`config.mk`:
```
export PLATFORM = sky130hd
export DESIGN_NAME = prefetch_queue
export DESIGN_NICKNAME = d
export VERILOG_FILES = /design/src/rtl/pq_pkg.sv /design/src/rtl/pq_store.sv /design/src/rtl/pq_ctrl.sv /design/src/rtl/prefetch_queue.sv
export SDC_FILE = /design/constraint.sdc
export NUM_CORES = 1
export LEC_CHECK = 0
export ABC_AREA = 1
export BUFFER_PORTS_ARGS = -buffer_cell sky130_fd_sc_hd__buf_2
export CORE_ASPECT_RATIO = 2
export CORE_UTILIZATION = 55
export DETAILED_ROUTE_END_ITERATION = 12
export GPL_ROUTABILITY_DRIVEN = 0
export PLACE_DENSITY = 0.78
export SLEW_MARGIN = 20
export SYNTH_ARGS = -nofsm -noshare
export SYNTH_HDL_FRONTEND = slang
export SYNTH_SLANG_ARGS = --single-unit
export TNS_END_PERCENT = 50
```
`constraint.sdc`:
```
create_clock -name clk -period 3.32 [get_ports clk]
set_input_delay 0.166 -clock clk [delete_from_list [all_inputs] [get_ports clk]]
set_output_delay 0.166 -clock clk [all_outputs]
set_load 0.01 [all_outputs]
```
`src/rtl/pq_pkg.sv`:
```
package pq_pkg;

  typedef struct packed {
    logic       clear;    // drop all contents
    logic       pop;      // remove the head byte
    logic [1:0] pushCnt;  // number of bytes written this cycle
    logic       hiOnly;   // single byte lives in the upper lane
  } qCtl_t;

  typedef enum logic [1:0] {
    QS_IDLE  = 2'b00,
    QS_FIRST = 2'b01,
    QS_FLUSH = 2'b10,
    QS_NEXT  = 2'b11
  } qStat_e;

endpackage

```
`src/rtl/pq_store.sv`:
```
module pq_store
  import pq_pkg::*;
#(
  parameter int DEPTH = 6,
  parameter int CNT_W = $clog2(DEPTH + 1)
) (
  input  logic             clk,
  input  logic             rstN,
  input  qCtl_t            ctl,
  input  logic [15:0]      inWord,
  output logic [CNT_W-1:0] count,
  output logic             avail,
  output logic [7:0]       headByte
);

  localparam int PTR_W = (DEPTH > 1) ? $clog2(DEPTH) : 1;

  function automatic logic [PTR_W-1:0] wrapInc(input logic [PTR_W-1:0] p);
    return (int'(p) == DEPTH - 1) ? '0 : p + 1'b1;
  endfunction

  logic [7:0]       slot [DEPTH];
  logic [PTR_W-1:0] rdPtr, wrPtr, wrPtrB;
  logic [7:0]       byteA, byteB;

  assign byteA  = ctl.hiOnly ? inWord[15:8] : inWord[7:0];
  assign byteB  = inWord[15:8];
  assign wrPtrB = wrapInc(wrPtr);

  assign avail    = (count != '0) || (ctl.pushCnt != 2'd0);
  assign headByte = (count == '0) ? byteA : slot[rdPtr];

  for (genvar i = 0; i < DEPTH; i++) begin : g_slot
    always_ff @(posedge clk) begin
      if (!ctl.clear) begin
        if (ctl.pushCnt != 2'd0 && int'(wrPtr) == i)
          slot[i] <= byteA;
        else if (ctl.pushCnt == 2'd2 && int'(wrPtrB) == i)
          slot[i] <= byteB;
      end
    end
  end

  always_ff @(posedge clk) begin
    if (!rstN || ctl.clear) begin
      rdPtr <= '0;
      wrPtr <= '0;
      count <= '0;
    end else begin
      if (ctl.pop) rdPtr <= wrapInc(rdPtr);
      case (ctl.pushCnt)
        2'd1:    wrPtr <= wrPtrB;
        2'd2:    wrPtr <= wrapInc(wrPtrB);
        default: wrPtr <= wrPtr;
      endcase
      count <= count + CNT_W'(ctl.pushCnt) - CNT_W'(ctl.pop);
    end
  end

  p_count_bound_r4: assert property (@(posedge clk) disable iff (!rstN)
    int'(count) <= DEPTH);

  p_no_overflow_r10: assert property (@(posedge clk) disable iff (!rstN)
    (ctl.pushCnt != 2'd0 && !ctl.clear) |-> int'(count) + int'(ctl.pushCnt) <= DEPTH);

  p_clear_empties_r6: assert property (@(posedge clk) disable iff (!rstN)
    ctl.clear |=> count == '0);

endmodule

```
`src/rtl/pq_ctrl.sv`:
```
module pq_ctrl
  import pq_pkg::*;
#(
  parameter int          DEPTH      = 6,
  parameter int          ADDR_W     = 20,
  parameter logic [ADDR_W-1:0] RESET_ADDR = '0,
  parameter int          CNT_W      = $clog2(DEPTH + 1)
) (
  input  logic              clk,
  input  logic              rstN,
  input  logic              flush,
  input  logic [ADDR_W-1:0] flushAddr,
  input  logic              reqAck,
  input  logic              rspValid,
  input  logic              take,
  input  logic              first,
  input  logic [CNT_W-1:0]  count,
  input  logic              avail,
  output qCtl_t             ctl,
  output logic              reqValid,
  output logic [ADDR_W-1:0] reqAddr,
  output logic              reqByte,
  output logic [1:0]        qStatus
);

  localparam int LIMIT = DEPTH - 2;

  logic inFlight, discard, pendByte;

  assign reqByte  = reqAddr[0];
  assign reqValid = !inFlight && !flush && (int'(count) <= LIMIT);

  always_comb begin
    ctl.clear   = flush;
    ctl.hiOnly  = pendByte;
    ctl.pushCnt = 2'd0;
    if (rspValid && !discard && !flush)
      ctl.pushCnt = pendByte ? 2'd1 : 2'd2;
    ctl.pop = take && !flush && avail;
  end

  always_ff @(posedge clk) begin
    if (!rstN) begin
      reqAddr  <= RESET_ADDR;
      inFlight <= 1'b0;
      discard  <= 1'b0;
      pendByte <= 1'b0;
      qStatus  <= QS_IDLE;
    end else begin
      if (flush) begin
        reqAddr <= flushAddr;
      end else if (reqValid && reqAck) begin
        reqAddr  <= reqAddr + (reqByte ? ADDR_W'(1) : ADDR_W'(2));
        pendByte <= reqByte;
      end

      if (reqValid && reqAck) inFlight <= 1'b1;
      else if (rspValid)      inFlight <= 1'b0;

      if (rspValid)                discard <= 1'b0;
      else if (flush && inFlight)  discard <= 1'b1;

      if (flush)        qStatus <= QS_FLUSH;
      else if (ctl.pop) qStatus <= first ? QS_FIRST : QS_NEXT;
      else              qStatus <= QS_IDLE;
    end
  end

  p_flush_status_r9: assert property (@(posedge clk) disable iff (!rstN)
    flush |=> qStatus == QS_FLUSH);

  p_discard_empty_r8: assert property (@(posedge clk) disable iff (!rstN)
    discard |-> count == '0);

  p_addr_step_r3: assert property (@(posedge clk) disable iff (!rstN)
    (reqValid && reqAck && !reqByte) |=> reqAddr == $past(reqAddr) + ADDR_W'(2));

  p_odd_align_r7: assert property (@(posedge clk) disable iff (!rstN)
    (reqValid && reqAck && reqByte) |=> !reqByte);

endmodule

```
`src/rtl/prefetch_queue.sv`:
```
module prefetch_queue
  import pq_pkg::*;
#(
  parameter int                DEPTH      = 6,
  parameter int                ADDR_W     = 20,
  parameter logic [ADDR_W-1:0] RESET_ADDR = '0
) (
  input  logic              clk,
  input  logic              rstN,
  input  logic              flush,
  input  logic [ADDR_W-1:0] flushAddr,
  output logic              reqValid,
  output logic [ADDR_W-1:0] reqAddr,
  output logic              reqByte,
  input  logic              reqAck,
  input  logic              rspValid,
  input  logic [15:0]       rspData,
  output logic              byteValid,
  output logic [7:0]        byteOut,
  input  logic              take,
  input  logic              first,
  output logic [1:0]        qStatus
);

  localparam int CNT_W = $clog2(DEPTH + 1);

  qCtl_t            ctl;
  logic [CNT_W-1:0] count;

  pq_ctrl #(.DEPTH(DEPTH), .ADDR_W(ADDR_W), .RESET_ADDR(RESET_ADDR), .CNT_W(CNT_W)) u_ctrl (
    .clk(clk), .rstN(rstN), .flush(flush), .flushAddr(flushAddr),
    .reqAck(reqAck), .rspValid(rspValid), .take(take), .first(first),
    .count(count), .avail(byteValid), .ctl(ctl), .reqValid(reqValid),
    .reqAddr(reqAddr), .reqByte(reqByte), .qStatus(qStatus)
  );

  pq_store #(.DEPTH(DEPTH), .CNT_W(CNT_W)) u_store (
    .clk(clk), .rstN(rstN), .ctl(ctl), .inWord(rspData),
    .count(count), .avail(byteValid), .headByte(byteOut)
  );

endmodule

```
; Word-level counts from Yosys, hierarchy flattened
; Memory sizes are Yosys's and may differ from the RTL's. A register that Yosys moved wholly into a read port is not among the register bits.
; Cells that the tools add are included.
[classes]
add_sub_neg = 6
order_cmp = 1
n_eq_ne = 13
muxes = 78
bitwise_logic = 9
reduce_logical = 41
[op_table]
columns = operator, n
row1 = $mux 8, 12
row2 = $mux 1, 48
row3 = $mux 20, 2
row4 = $reduce_or 8->1, 4
row5 = $eq 3x3->1 const B, 9
row6 = $mux 3, 9
row7 = $add 20x20->20, 1
row8 = $logic_and 1x1->1, 20
row9 = $mux 2, 6
row10 = $add 3x1->3 const B, 3
row11 = $logic_not 3->1, 3
row12 = $reduce_bool 2->1, 4
row13 = $eq 3x2->1 const B, 2
row14 = $or 1x1->1, 6
row15 = $pmux 3 s2, 1
row16 = $logic_not 1->1, 4
row17 = $add 3x2->3, 1
row18 = $le 3x3->1 const B, 1
row19 = $not 1->1, 3
row20 = $reduce_bool 3->1, 1
row21 = $reduce_or 3->1, 1
row22 = $sub 3x1->3, 1
row23 = $eq 2x1->1 const B, 1
row24 = $eq 2x2->1 const B, 1
row25 = 3 further kinds, 4
[totals]
ff_bits = 34
mem_bits_rw = 48
out_inout_bits = 33
wordCells = 158
n_memories = 1
[mem_list]
columns = memory, words, word_bits, read_ports, rd_ports_with_merged_regs, wr, line_no
row1 = u_store.slot, 6, 8, 1, 1, 2, pq_store.sv:22  ; logic [7:0] slot [DEPTH];

; Longest topological paths before layout
; Gate-level depths: netlist of run 1.
[depth]
ltp_word = 14
ltp_mapped = 19

; Modules after synthesis
; A second synthesis of run 1 with hierarchy kept.
[hier_totals]
hier_cells = 693
hier_area_um2 = 5180.0
[modules_own_cells]
columns = module, instances, cells_each, area_each_um2, seq_area_each_um2
row1 = pq_store, 1, 426, 3528.4, 1681.6
row2 = pq_ctrl, 1, 267, 1651.6, 500.5

; Worst setup path after synthesis of run 1
; OpenSTA, ideal clock, no wires.
[synth_path]
kind = input to register
from = input flush
to = register u_store.count[2]
arrival_time_ps = 2606
required_time_ps = 3204
slack_ps = 598
path_stages = 19
n_path_buf = 3
path_cell_list = buf_6 -> inv_4 -> buf_6 -> buf_2 -> nand3_1 -> nor2_1 -> inv_1 -> ha_1 -> nand2_1 -> nand2_1 -> inv_1 -> nand2_1 -> xnor2_1 -> ha_1 -> inv_1 -> fa_1 -> xor2_1 -> xor2_1 -> nor2_1
[synth_between]
elab_chain_cells = 7
[synth_rtl]
columns = element, line_no
row1 = "start, declared", prefetch_queue.sv:10  ; input logic flush,
row2 = $logic_not 1->1, n/a
row3 = $logic_and 1x1->1, pq_ctrl.sv:37  ; if (rspValid && !discard && !flush)
row4 = $mux 2, pq_ctrl.sv:37
row5 = $reduce_bool 2->1, pq_store.sv:30  ; assign avail = (count != '0) || (ctl.pushCnt != 2'd0);
row6 = $logic_or 1x1->1, pq_store.sv:30
row7 = named net byteValid, prefetch_queue.sv:18  ; output logic byteValid,
row8 = $logic_and 1x1->1, pq_ctrl.sv:39  ; ctl.pop = take && !flush && avail;
row9 = $sub 3x1->3, pq_store.sv:56  ; count <= count + CNT_W'(ctl.pushCnt) - CNT_W'(ctl.pop);
row10 = "end signal, assigned", pq_store.sv:56
row11 = "end, declared", pq_store.sv:11  ; output logic [CNT_W-1:0] count,
; The timed path passes the listed nets, and every way through them passes these cells.
; A chain may end at the register's enable or synchronous reset.

; Worst setup path after layout of run 1
[layout_path]
from = register u_ctrl.discard
to = register u_store.count[2]
[layout_between]
elab_chain_cells = 8
[layout_rtl]
columns = element, line_no
row1 = "start, declared", pq_ctrl.sv:28  ; logic inFlight, discard, pendByte;
row2 = "start signal, assigned", pq_ctrl.sv:46  ; discard <= 1'b0;
row3 = "start signal, assigned", pq_ctrl.sv:60  ; if (rspValid) discard <= 1'b0;
row4 = "start signal, assigned", pq_ctrl.sv:61  ; else if (flush && inFlight) discard <= 1'b1;
row5 = $logic_not 1->1 (*), pq_ctrl.sv:37
row6 = $logic_and 1x1->1 (*) (2 in series), pq_ctrl.sv:37
row7 = $mux 2 (*), pq_ctrl.sv:37
row8 = "parallel branches: the longest is 3 deep, another holds $add 3x2->3", n/a
row9 = $sub 3x1->3 (*), pq_store.sv:56
; Mark *: on every way between the ends.

==> results of run 1 <==
==> state kept, by name, indices dropped and copies added, names as in the netlist, named ones only <==
signal,cells
u_store.count,3
u_store.slot,48
u_ctrl.inFlight,1
u_ctrl.reqAddr,20
u_store.rdPtr,3
u_ctrl.qStatus,2
u_ctrl.pendByte,1
u_store.wrPtr,3
u_ctrl.discard,1
==> critical path, delay by kind of cell (launching register included) <==
family / cells / cell delay [ps]
DFF: 1 / 320
buffers and inverters: 4 / 370
adders and majority gates: 3 / 780
and+or+nand+nor: 6 / 670
xor gates and xnor gates: 3 / 530
==> logic make-up after synthesis <==
| family | Yosys count |
|---|---|
| AO/OA/AOI/OAI | 149 |
| buffers and inverters | 93 |
| AND/OR/NAND/NOR | 307 |
| flip-flops | 85 |
| adder cells (fa/ha/maj) | 8 |
| XOR/XNOR | 11 |
==> power by group <==
part	switching (mW)	leakage, nW	internal [mW]
logic	0.277	1.55	0.152
registers	0.0312	0.738	1.16
clock network	0.397	0.151	0.642
==> final cells by class <==
| class | count | area [sq um] | share of cell area |
|---|---|---|---|
| Clock buffer | 15 | 275.3 | 0.04876 |
| Timing Repair Buffer | 83 | 435.4 | 0.07713 |
| Sequential cell | 85 | 2182 | 0.3865 |
| Tap cell | 100 | 125.1 | 0.02216 |
| Inverter | 69 | 264.0 | 0.04676 |
| Clock inverter | 1 | 30.03 | 0.005319 |
| Multi-Input combinational cell | 475 | 2333 | 0.4133 |
==> placed cells by master, fill, tap and decap left out, drive strengths merged <==
cell type and instances:
nor3 5, o22ai 1, clkinv 1, or2 1
fa 1, bufinv 1, nand3b 1, o32ai 2
nand2 169, o21a 2, nand4 4, dfxtp 37
edfxtp 48, o21ai 106, inv 68, nor2 96
nand3 31, buf 83, o221ai 1, o21bai 1
clkbuf 15, xnor2 2, a31oi 13, a21oi 22
xor2 9, o211ai 1, ha 7
==> final timing paths <==
path         slack, ps                end  cells past startpoint
max                530   u_store.count[2]                     16
min                100  u_ctrl.reqAddr[2]                      3
max reg2reg        530   u_store.count[2]                     16
min reg2reg        510          flip-flop                      2
==> layer usage <==
layer / up-vias / wire [microns]
met5: - / 0
met4: 0 / 1091
met2: 210 / 7361
met1: 2194 / 4555
li1: 2290 / -
met3: 79 / 682
==> per-stage QoR <==
stage	hold slack [ps]	power [mW]	util	cells	worst slack [ps]
after global placement	433.2	1.621	0.6175	812	643.9
after CTS	84.38	2.660	0.6528	828	538.6
after floorplan	315.0	1.494	-	653	598.2
after global routing	116.9	2.765	0.6528	828	262.8
after detailed placement	444.3	1.639	0.6175	812	511.8
final	97.76	2.663	0.6528	828	533.7
==> qor.txt, run 1 <==
CP max stage delay -> 380 ps
# diodes -> 0
TritonCTS clock tree -> done
Seq/Total Area, Yosys -> 0.4423
Synth area leaders -> edfxtp_1, dfxtp_1, nand2_1
Fmax -> 358.9 MHz
Number of global-route vias before repair -> 4833
Pre-antenna DRT Iters -> 5
Critical path startpoint category -> flip-flop
Final Slew Violations -> 0
Clk root buf -> clkbuf_16
Initial antenna violation count -> 0
P&R area growth vs syn -> 14.43%
CP max FO -> 5
P_leak -> 2.436 nW
Share of post-route cells with drive strength above 1 -> 0.1813
CTS Sinks -> 85
Worst Hold Class -> in2reg
Maximum vdd drop -> 344.4 uV
Status -> completed
Filler cells -> 777
Yosys top cell area share -> 0.2922
Worst Path Arrival -> 3020 ps
Residual DRC -> 0
Clock latency on the worst-skew pair -> 340 ps
Dominant synthesized flop cell -> edfxtp_1
Synth Area in XOR/XNOR -> 0.01953
DRT Wirelength -> 13690 microns
Post-Syn Area -> 4933 sq um
DIE WIDTH -> 68.97 microns
EDFF count, synth -> 48
Post-Synthesis Cells -> 653
Asr flop ratio synth -> 0
Final Hold Vio Count -> 0
YS warnings -> 0
GR Overflow Total -> 0
Core Area -> 8648 sq um
Combinational family with the most area after synthesis -> simple AND/OR/NAND/NOR gates
TritonCTS Buffers -> 9
Cts repair resizes -> 0
Die Area -> 9376 sq um
Total track usage -> 0.3241
Final setup TNS -> 0 ps
DRT iter0 DRCs -> 412
Port Buffer Count -> 75
Via density -> 5.764
Yosys reg bits -> 85
FF-to-FF Start -> u_ctrl.discard
First-pass GRT wire length -> 22140 microns
Clock-pin slew on the worst setup and hold paths -> 60 ps
DR vias -> 4773
PD cells -> 471.7 nW/um^2
Crit path cell chain -> inv_1 -> nand3_1 -> nor2_1 -> inv_1 -> ha_1 -> nand2_1 -> nand2_1 -> inv_1 -> nand2_1 -> xnor2_1 -> ha_1 -> inv_1 -> fa_1 -> xor2_1 -> xor2_1 -> nor2_1
Period minus WS final -> 2786 ps
Met3 usage -> 0.05621
Slew headroom -> 0.3982
Final Skew -> 4.016 ps
I/O pins -> 76
Top-count cell post-synth -> nand2_1
RSZ-0062 raised after global routing -> no
Detailed Place HPWL -> 9982 microns
M1 GR Usage -> 0.3013
Met2 Use GR -> 0.5798
Critical path type -> reg2reg
Post-Synth Adder-Cell Area -> 0.02181
DRT antenna net count -> 0
Worst Min Path Start -> flushAddr[2]
Crit-path slowest cell -> fa_1
Most used cell, CP -> inv_1
Die Height -> 135.9 microns
Crit end category -> flip-flop
CTS HTree Levels -> 3
Mapped Nets -> 704
Nets -> 774
Clk buf depth -> 2
Synth cell types -> 42
Synth Area in Simple Gates -> 0.2620
WL/cell -> 16.53 microns
Final-report setup violation count -> 0
Required @ worst endpoint -> 3550 ps
Post-Place Cell Area -> 5340 sq um
Setup repair bufs after CTS -> 0
Max-cap violations -> 0
Final period utilization -> 0.8392
Mux share of post-synthesis cell area -> 0
Post-route cell area -> 5645 sq um
Starting density of the core -> 0.5705
Synth cell count leaders -> nand2_1, nor2_1, o21ai_0
Site Rows -> 48
Yosys top cell by area -> edfxtp_1
CP Launch Point -> u_ctrl.discard
GR peak layer -> met2
Hold_buf cts -> 0
Slew of the pin with the lowest slew margin -> 899.4 ps
Pin count of the biggest net entering global routing -> 27
Syn_area_per_cell -> 7.555 sq um
Post-synthesis compound-gate area fraction -> 0.1697
Power figures use the tool's default switching activity.
==> run 2, diff against run 1 <==
--- a/config.mk
+++ b/config.mk
@@ -5,7 +5,7 @@
 export SDC_FILE = /design/constraint.sdc
 export NUM_CORES = 1
 export LEC_CHECK = 0
-export ABC_AREA = 1
+export ABC_AREA = 0
 export BUFFER_PORTS_ARGS = -buffer_cell sky130_fd_sc_hd__buf_2
 export CORE_ASPECT_RATIO = 2
 export CORE_UTILIZATION = 55
==> constraint.sdc (replaced) <==
create_clock -name clk -period 2.8 [get_ports clk]
set_input_delay 0.14 -clock clk [delete_from_list [all_inputs] [get_ports clk]]
set_output_delay 0.14 -clock clk [all_outputs]
set_load 0.01 [all_outputs]
==> run 2 against run 1 <==
Setup slack worse by 310 ps. Total power up 17%. Register-to-register slack worse by 310 ps. Worst hold slack got worse by 79 ps. Cell count is 23% lower. Clock-buffer cell count shrank 5. Synthesized area fell by 0.91%. Fmax rose by 8.1%. Core utilization is 0.75 points higher. Synthesized cell count fell by 30%.
==> qor.txt, run 2 <==
Status -> completed
Total track usage -> 0.2862 (-0.03790)
Largest regs -> u_store.slot: 48 flops, u_ctrl.reqAddr: 20 flops
Period minus WS final -> 2579 ps (-207.6 ps)
P&R area growth vs syn -> 16.82%
Post-Synthesis Cells -> 456 (-30%)
EDFF count, synth -> 48 (unchanged)
Register Area -> 2182 sq um (unchanged)
CP max stage delay -> 500 ps (+120 ps)
Via density -> 6.323 (+9.7%)
Critical path startpoint category -> flip-flop
Yosys top cell by area -> edfxtp_1
Largest delay share family, worst path -> simple AND/OR/NAND/NOR gates
Asr flop ratio synth -> 0 (unchanged)
Required @ worst endpoint -> 3010 ps (-540 ps)
# diodes -> 0 (unchanged)
Fmax -> 387.8 MHz (+8.1%)
DP Cell Count -> 622 (-23%)
Bufs and invs on worst path -> 1 (-3)
CTS Sinks -> 85 (unchanged)
Final setup TNS -> 0 ps (unchanged)
CTS HTree Levels -> 3 (unchanged)
DRT antenna net count -> 0 (unchanged)
First-pass GRT wire length -> 19320 microns (-13%)
Share of post-route cells with drive strength above 1 -> 0.3569 (+0.1756)
Crit path cell chain -> nor2_1 -> nand3_1 -> ha_2 -> or4b_4 -> nand3_2 -> xnor2_1 -> ha_1 -> inv_1 -> fa_1 -> xnor2_1 -> xnor2_1 -> nor2_1
CP max FO -> 4 (-1)
Core Area -> 8648 sq um (unchanged)
TritonCTS clock tree -> done
DRT Wirelength -> 12530 microns (-8.5%)
Maximum vdd drop -> 326.3 uV (-5.3%)
Setup repair bufs after CTS -> 0 (unchanged)
Met2 Wirelength -> 7156 microns (-2.8%)
Pin count of the biggest net entering global routing -> 32 (+19%)
Final Hold Vio Count -> 0 (unchanged)
Final period utilization -> 0.9209 (+0.08170)
Filler cells -> 700 (-9.9%)
Nets -> 584 (-25%)
Yosys top cell area share -> 0.2949 (+0.002692)
GR Overflow Total -> 0 (unchanged)
I/O pins -> 76 (unchanged)
Clk buf depth -> 2 (unchanged)
Residual DRC -> 0 (unchanged)
Final Non-Filler Cells -> 638 (-23%)
Slew headroom -> 0.5030 (+0.1048)
Crit end category -> flip-flop
DR WL met3 -> 480 microns (-30%)
PD cells -> 545.9 nW/um^2 (+16%)
TritonCTS Buffers -> 9 (unchanged)
Clk root buf -> clkbuf_16
Area occupied by multi-input gates -> 2524 sq um (+8.2%)
Most frequent cells in the layout -> buf_2, mux2_2, edfxtp_1
Post-route cell area -> 5710 sq um (+1.2%)
Final Skew -> 4.658 ps (+0.6414 ps)
Mapped Nets -> 507 (-28%)
Worst hold slack -> 18.45 ps (-79.31 ps)
Seq/Total Area, Yosys -> 0.4464 (+0.004075)
Worst Hold Class -> in2reg
Worst Path Arrival -> 2790 ps (-230 ps)
Reg2Reg Setup Slack -> 220 ps (-310 ps)
Port Buffer Count -> 75 (unchanged)
YS warnings -> 0 (unchanged)
DR vias -> 4034 (-15%)
Initial antenna violation count -> 0 (unchanged)
Yosys reg bits -> 85 (unchanged)
Top-count cell post-synth -> mux2_2
Max-cap violations -> 0 (unchanged)
DRT iter0 DRCs -> 244 (-41%)
Synth cell types -> 64 (+52%)
Most common cell after layout, fill and taps aside -> buf_2
Highest routed layer -> met4
P_leak -> 2.113 nW (-13%)
Site Rows -> 48 (unchanged)
Critical path type -> reg2reg
Slew of the pin with the lowest slew margin -> 742.8 ps (-156.7 ps)
Syn_area_per_cell -> 10.72 sq um (+42%)
Max reg flops -> 48 (unchanged)
DIE WIDTH -> 68.67 microns (-0.44%)
Detailed Place HPWL -> 9122 microns (-8.6%)
WL/cell -> 19.64 microns (+19%)
Hold_buf cts -> 0 (unchanged)
M1 wire length -> 4406 microns (-3.3%)
RSZ-0062 raised after global routing -> no
Final-report setup violation count -> 0 (unchanged)
Number of global-route vias before repair -> 3893 (-19%)
Post-Place Cell Area -> 5383 sq um (+0.80%)
Clock latency on the worst-skew pair -> 340 ps (about the same)
Pre-antenna DRT Iters -> 4 (-1)
Die Area -> 9292 sq um (-0.89%)
Most flop-heavy register -> u_store.slot
Synth area leaders -> edfxtp_1, dfxtp_1, mux2_2
Crit-path slowest cell -> or4b_4
Cts repair resizes -> 0 (unchanged)
Most used cell, CP -> xnor2_1
Die Height -> 135.3 microns (-0.45%)
Clock-pin slew on the worst setup and hold paths -> 60 ps (about the same)
Post-Syn Area -> 4888 sq um (-0.91%)
Dominant synthesized flop cell -> edfxtp_1
Final Slew Violations -> 0 (unchanged)
Starting density of the core -> 0.5652 (-0.005208)
Synth cell count leaders -> mux2_2, edfxtp_1, nand2_1
run 2: layout make-up:
cell class | count | area share
Sequential cell | 85 | 0.3821
Multi-Input combinational cell | 331 | 0.4419
Inverter | 12 | 0.007888
Clock buffer | 10 | 0.04010
Clock inverter | 6 | 0.01534
Tap cell | 100 | 0.02191
Timing Repair Buffer | 94 | 0.09071
run 2: metal layers:
| layer | GRT usage | vias up |
|---|---|---|
| met2 | 0.5212 | 149 |
| met3 | 0.04545 | 34 |
| met1 | 0.2875 | 1943 |
| li1 | - | 1908 |
| met5 | 0 | - |
| met4 | 0.1678 | 0 |
run 2: worst reg2reg max path: stages (launching register included):
cell	delay, ps
dfxtp_1	360
nor2_1	60
nand3_1	110
ha_2	220
or4b_4	500
nand3_2	130
xnor2_1	120
ha_1	160
inv_1	50
fa_1	370
xnor2_1	200
xnor2_1	140
nor2_1	50
run 2: worst paths after layout:
kind / from / endpoint / depth (start not counted)
hold reg to reg: u_store.rdPtr[2] / flip-flop / 2
hold / removal: rspValid / u_ctrl.discard / 2
setup reg to reg: u_ctrl.discard / u_store.count[2] / 12
setup / recovery: u_ctrl.discard / u_store.count[2] / 12
run 2: power by group:
part | internal, mW | switching [mW] | total [mW] | leakage [nW]
Combinational | 0.200 | 0.250 | 0.450 | 1.22
Sequential | 1.37 | 0.0452 | 1.41 | 0.739
Clock | 0.781 | 0.476 | 1.26 | 0.156
run 2: cell families after synthesis:
kind of cell | synth area share
simple gates | 0.1554
compound gates | 0.1410
flops | 0.4464
mux | 0.1822
buf+inv | 0.04044
fa+ha+maj | 0.02201
xor+xnor | 0.01254
run 2: through the flow:
stage	setup slack [ps]	total power, mW	utilization
after floorplan	46.36	1.711	-
after global placement	209.7	1.865	0.6224
after detailed placement	186.5	1.879	0.6224
after CTS	143.6	3.134	0.6590
after global routing	46.27	3.229	0.6603
final	221.4	3.117	0.6603
==> run 3, diff against run 2 <==
--- a/config.mk
+++ b/config.mk
@@ -11,9 +11,11 @@
 export CORE_UTILIZATION = 55
 export DETAILED_ROUTE_END_ITERATION = 12
 export GPL_ROUTABILITY_DRIVEN = 0
+export GPL_TIMING_DRIVEN = 0
 export PLACE_DENSITY = 0.78
 export SLEW_MARGIN = 20
 export SYNTH_ARGS = -nofsm -noshare
 export SYNTH_HDL_FRONTEND = slang
+export SYNTH_HIERARCHICAL = 1
 export SYNTH_SLANG_ARGS = --single-unit
 export TNS_END_PERCENT = 50
==> run 3 against run 2 <==
Via count fell by 5.4%. Wire length is 2.4% lower. Cell count shrank 1.3%. Register-to-register slack worse by 80 ps. Fmax down 2.9%. Combinational power down 0.9%. Clock power down 6%. Global-route usage is 0.34 points higher. Cell area shrank 1.6%. Sequential power is essentially flat. Critical path type unchanged.
==> qor.txt, run 3 <==
Via density -> 6.057 (-4.2%)
Final Slew Violations -> 0 (unchanged)
Synth cell types -> 56 (-13%)
Worst hold slack -> 11.93 ps (-6.524 ps)
Power Total -> 3.017 mW (-3.2%)
Site Rows -> 47 (-2.1%)
DR vias -> 3816 (-5.4%)
Worst Path Arrival -> 2630 ps (-160 ps)
Final Hold Vio Count -> 0 (unchanged)
Die Area -> 9003 sq um (-3.1%)
CP max FO -> 10 (+6)
Crit end category -> flip-flop
First-pass GRT wire length -> 18980 microns (-1.8%)
Number of global-route vias before repair -> 3859 (-0.87%)
Clock latency on the worst-skew pair -> 340 ps (about the same)
Asr flop ratio synth -> 0 (unchanged)
Mux share of post-synthesis cell area -> 0.1988 (+0.01655)
Share of post-route cells with drive strength above 1 -> 0.3459 (-0.01101)
Required @ worst endpoint -> 2770 ps (-240 ps)
Final Util -> 0.6777 (+0.01738)
Synth Area in Simple Gates -> 0.1285 (-0.02689)
Critical path type -> reg2reg
Worst Hold Class -> in2reg
Synth cell count leaders -> edfxtp_1, mux2_2, dfxtp_1
Starting density of the core -> 0.5708 (+0.005598)
Filler cells -> 645 (-7.9%)
Residual DRC -> 0 (unchanged)
Switching power -> 0.7466 mW (-3.1%)
Combinational family with the most area after synthesis -> multiplexers
Sequential share of power -> 0.461 (+0.008)
Yosys top cell area share -> 0.3045 (+0.009665)
Pre-antenna DRT Iters -> 4 (unchanged)
Final-report setup violation count -> 0 (unchanged)
Max reg flops -> 48 (unchanged)
Critical path startpoint category -> flip-flop
Detailed Place HPWL -> 8753 microns (-4.0%)
Die Height -> 133.2 microns (-1.6%)
Slew headroom -> 0.3721 (-0.1308)
RSZ-0062 raised after global routing -> no
Port Buffer Count -> 75 (unchanged)
CTS Sinks -> 85 (unchanged)
TritonCTS Buffers -> 9 (unchanged)
Final period utilization -> 0.9485 (+0.02755)
Period minus WS final -> 2656 ps (+77.13 ps)
Synth area leaders -> edfxtp_1, dfxtp_1, mux2_2
Clock-pin slew on the worst setup and hold paths -> 60 ps (about the same)
Pin count of the biggest net entering global routing -> 16 (-50%)
YS warnings -> 6 (+6)
Mapped Nets -> 491 (-3.2%)
Total track usage -> 0.2895 (+0.003366)
I/O pins -> 76 (unchanged)
Core Area -> 8292 sq um (-4.1%)
Clock share of power -> 0.391 (-0.012)
Post-Syn Area -> 4733 sq um (-3.2%)
P&R area growth vs syn -> 18.72%
TritonCTS clock tree -> done
Clk buf depth -> 2 (unchanged)
Dominant synthesized flop cell -> edfxtp_1
DRT antenna net count -> 0 (unchanged)
Fmax -> 376.5 MHz (-2.9%)
CTS HTree Levels -> 3 (unchanged)
Final Skew -> 5.496 ps (+0.8389 ps)
Maximum vdd drop -> 347.1 uV (+6.4%)
Post-synthesis compound-gate area fraction -> 0.1269 (-0.01415)
Post-Synth Adder-Cell Area -> 0.02538 (+0.003365)
Clk root buf -> clkbuf_16
Syn_area_per_cell -> 10.78 sq um (+0.58%)
Largest regs -> u_store/slot: 48 flops, u_ctrl/reqAddr: 20 flops
EDFF count, synth -> 48 (unchanged)
Most flop-heavy register -> u_store/slot
Max-cap violations -> 0 (unchanged)
DRT iter0 DRCs -> 250 (+2.5%)
DRT Wirelength -> 12230 microns (-2.4%)
PD cells -> 537.0 nW/um^2 (-1.6%)
Yosys top cell by area -> edfxtp_1
Comb pwr share -> 0.148 (+0.004)
Seq/Total Area, Yosys -> 0.4610 (+0.01463)
Hold_buf cts -> 0 (unchanged)
DIE WIDTH -> 67.60 microns (-1.6%)
Int Power -> 2.271 mW (-3.2%)
Switching Share -> 0.2475 (+0.0002786)
Slew of the pin with the lowest slew margin -> 938.3 ps (+195.5 ps)
Initial antenna violation count -> 0 (unchanged)
Synth Area in XOR/XNOR -> 0.01850 (+0.005962)
# diodes -> 0 (unchanged)
Status -> completed
GR Overflow Total -> 0 (unchanged)
Yosys reg bits -> 85 (unchanged)
Most frequent cells in the layout -> buf_2, mux2_2, edfxtp_1
WL/cell -> 19.41 microns (-1.2%)
Nets -> 579 (-0.86%)
Most common cell after layout, fill and taps aside -> buf_2
Post-Synthesis Cells -> 439 (-3.7%)
P_leak -> 2.183 nW (+3.3%)
-- run 3: power groups by stage --
stage | clock network, mW | registers (mW) | logic (mW)
after floorplan | 0 | 1.42 | 0.262
after global placement | 0 | 1.41 | 0.410
after detailed placement | 0 | 1.42 | 0.423
after CTS | 1.19 | 1.39 | 0.438
after global routing | 1.23 | 1.40 | 0.486
final | 1.18 | 1.39 | 0.446
-- run 3: per-layer routing --
| metal | up-vias | GRT usage | wire [microns] |
|---|---|---|---|
| li1 | 1807 | - | - |
| met1 | 1817 | 0.2794 | 4300 |
| met2 | 148 | 0.5154 | 6673 |
| met3 | 44 | 0.05736 | 571 |
| met4 | 0 | 0.2009 | 682 |
| met5 | - | 0 | 0 |
-- run 3: worst paths after layout --
path | start | to | slack [ps] | depth (start not counted)
worst max-delay path | u_store/wrPtr[2] | u_store/slot[3][7] | 140 | 6
worst min-delay path | rspValid | u_ctrl/discard | 10 | 2
worst max register to register | u_store/wrPtr[2] | u_store/slot[3][7] | 140 | 6
worst min register to register | u_ctrl/pendByte | u_ctrl/pendByte | 490 | 2
-- run 3: logic make-up (layout without fill, tap and decap cells) --
group | after synthesis | after routing
buffers and inverters | 43 | 136
adders and majority gates | 9 | 9
DFF | 85 | 85
and+or+nand+nor | 113 | 113
muxes | 84 | 84
AOI/OAI and AO/OA | 95 | 95
xor gates and xnor gates | 10 | 10
-- run 3: cell type report --
type                            count  area [sq um]  share of cell area
Buffer                             27         138.9             0.02472
Clock buffer                       12         246.5             0.04387
Clock inverter                      4         47.55            0.008461
Inverter                           15         56.30             0.01002
Multi-Input combinational cell    311          2426              0.4318
Sequential cell                    85          2183              0.3886
Tap cell                           98         122.6             0.02182
Timing Repair Buffer               78         397.9             0.07081
-- run 3: critical path, stage by stage, from the launching register on --
cell,delay [ps]
dfxtp_1,320
clkbuf_1,340
inv_1,90
ha_1,400
nand3b_4,110
nor3_4,530
a21o_1,500
-- run 3: what timing repair did --
item                                    in CTS  in global routing
setup buffers                                1                  1
endpoints found under the setup margin       2                 20
pin swaps                                    2                  2
gates resized for setup                     10                  6
-- run 3: per-stage QoR --
| stage | instance area (sq um) | worst slack (ps) | setup TNS, ps | instances |
|---|---|---|---|---|
| after floorplan | 4740 | 57.42 | 0 | 439 |
| after global placement | 5238 | -1024 | -18730 | 612 |
| after detailed placement | 5253 | -767.0 | -14350 | 613 |
| after CTS | 5592 | 44.40 | 0 | 629 |
| after global routing | 5619 | 10.67 | 0 | 630 |
| final | 5619 | 144.2 | 0 | 630 |
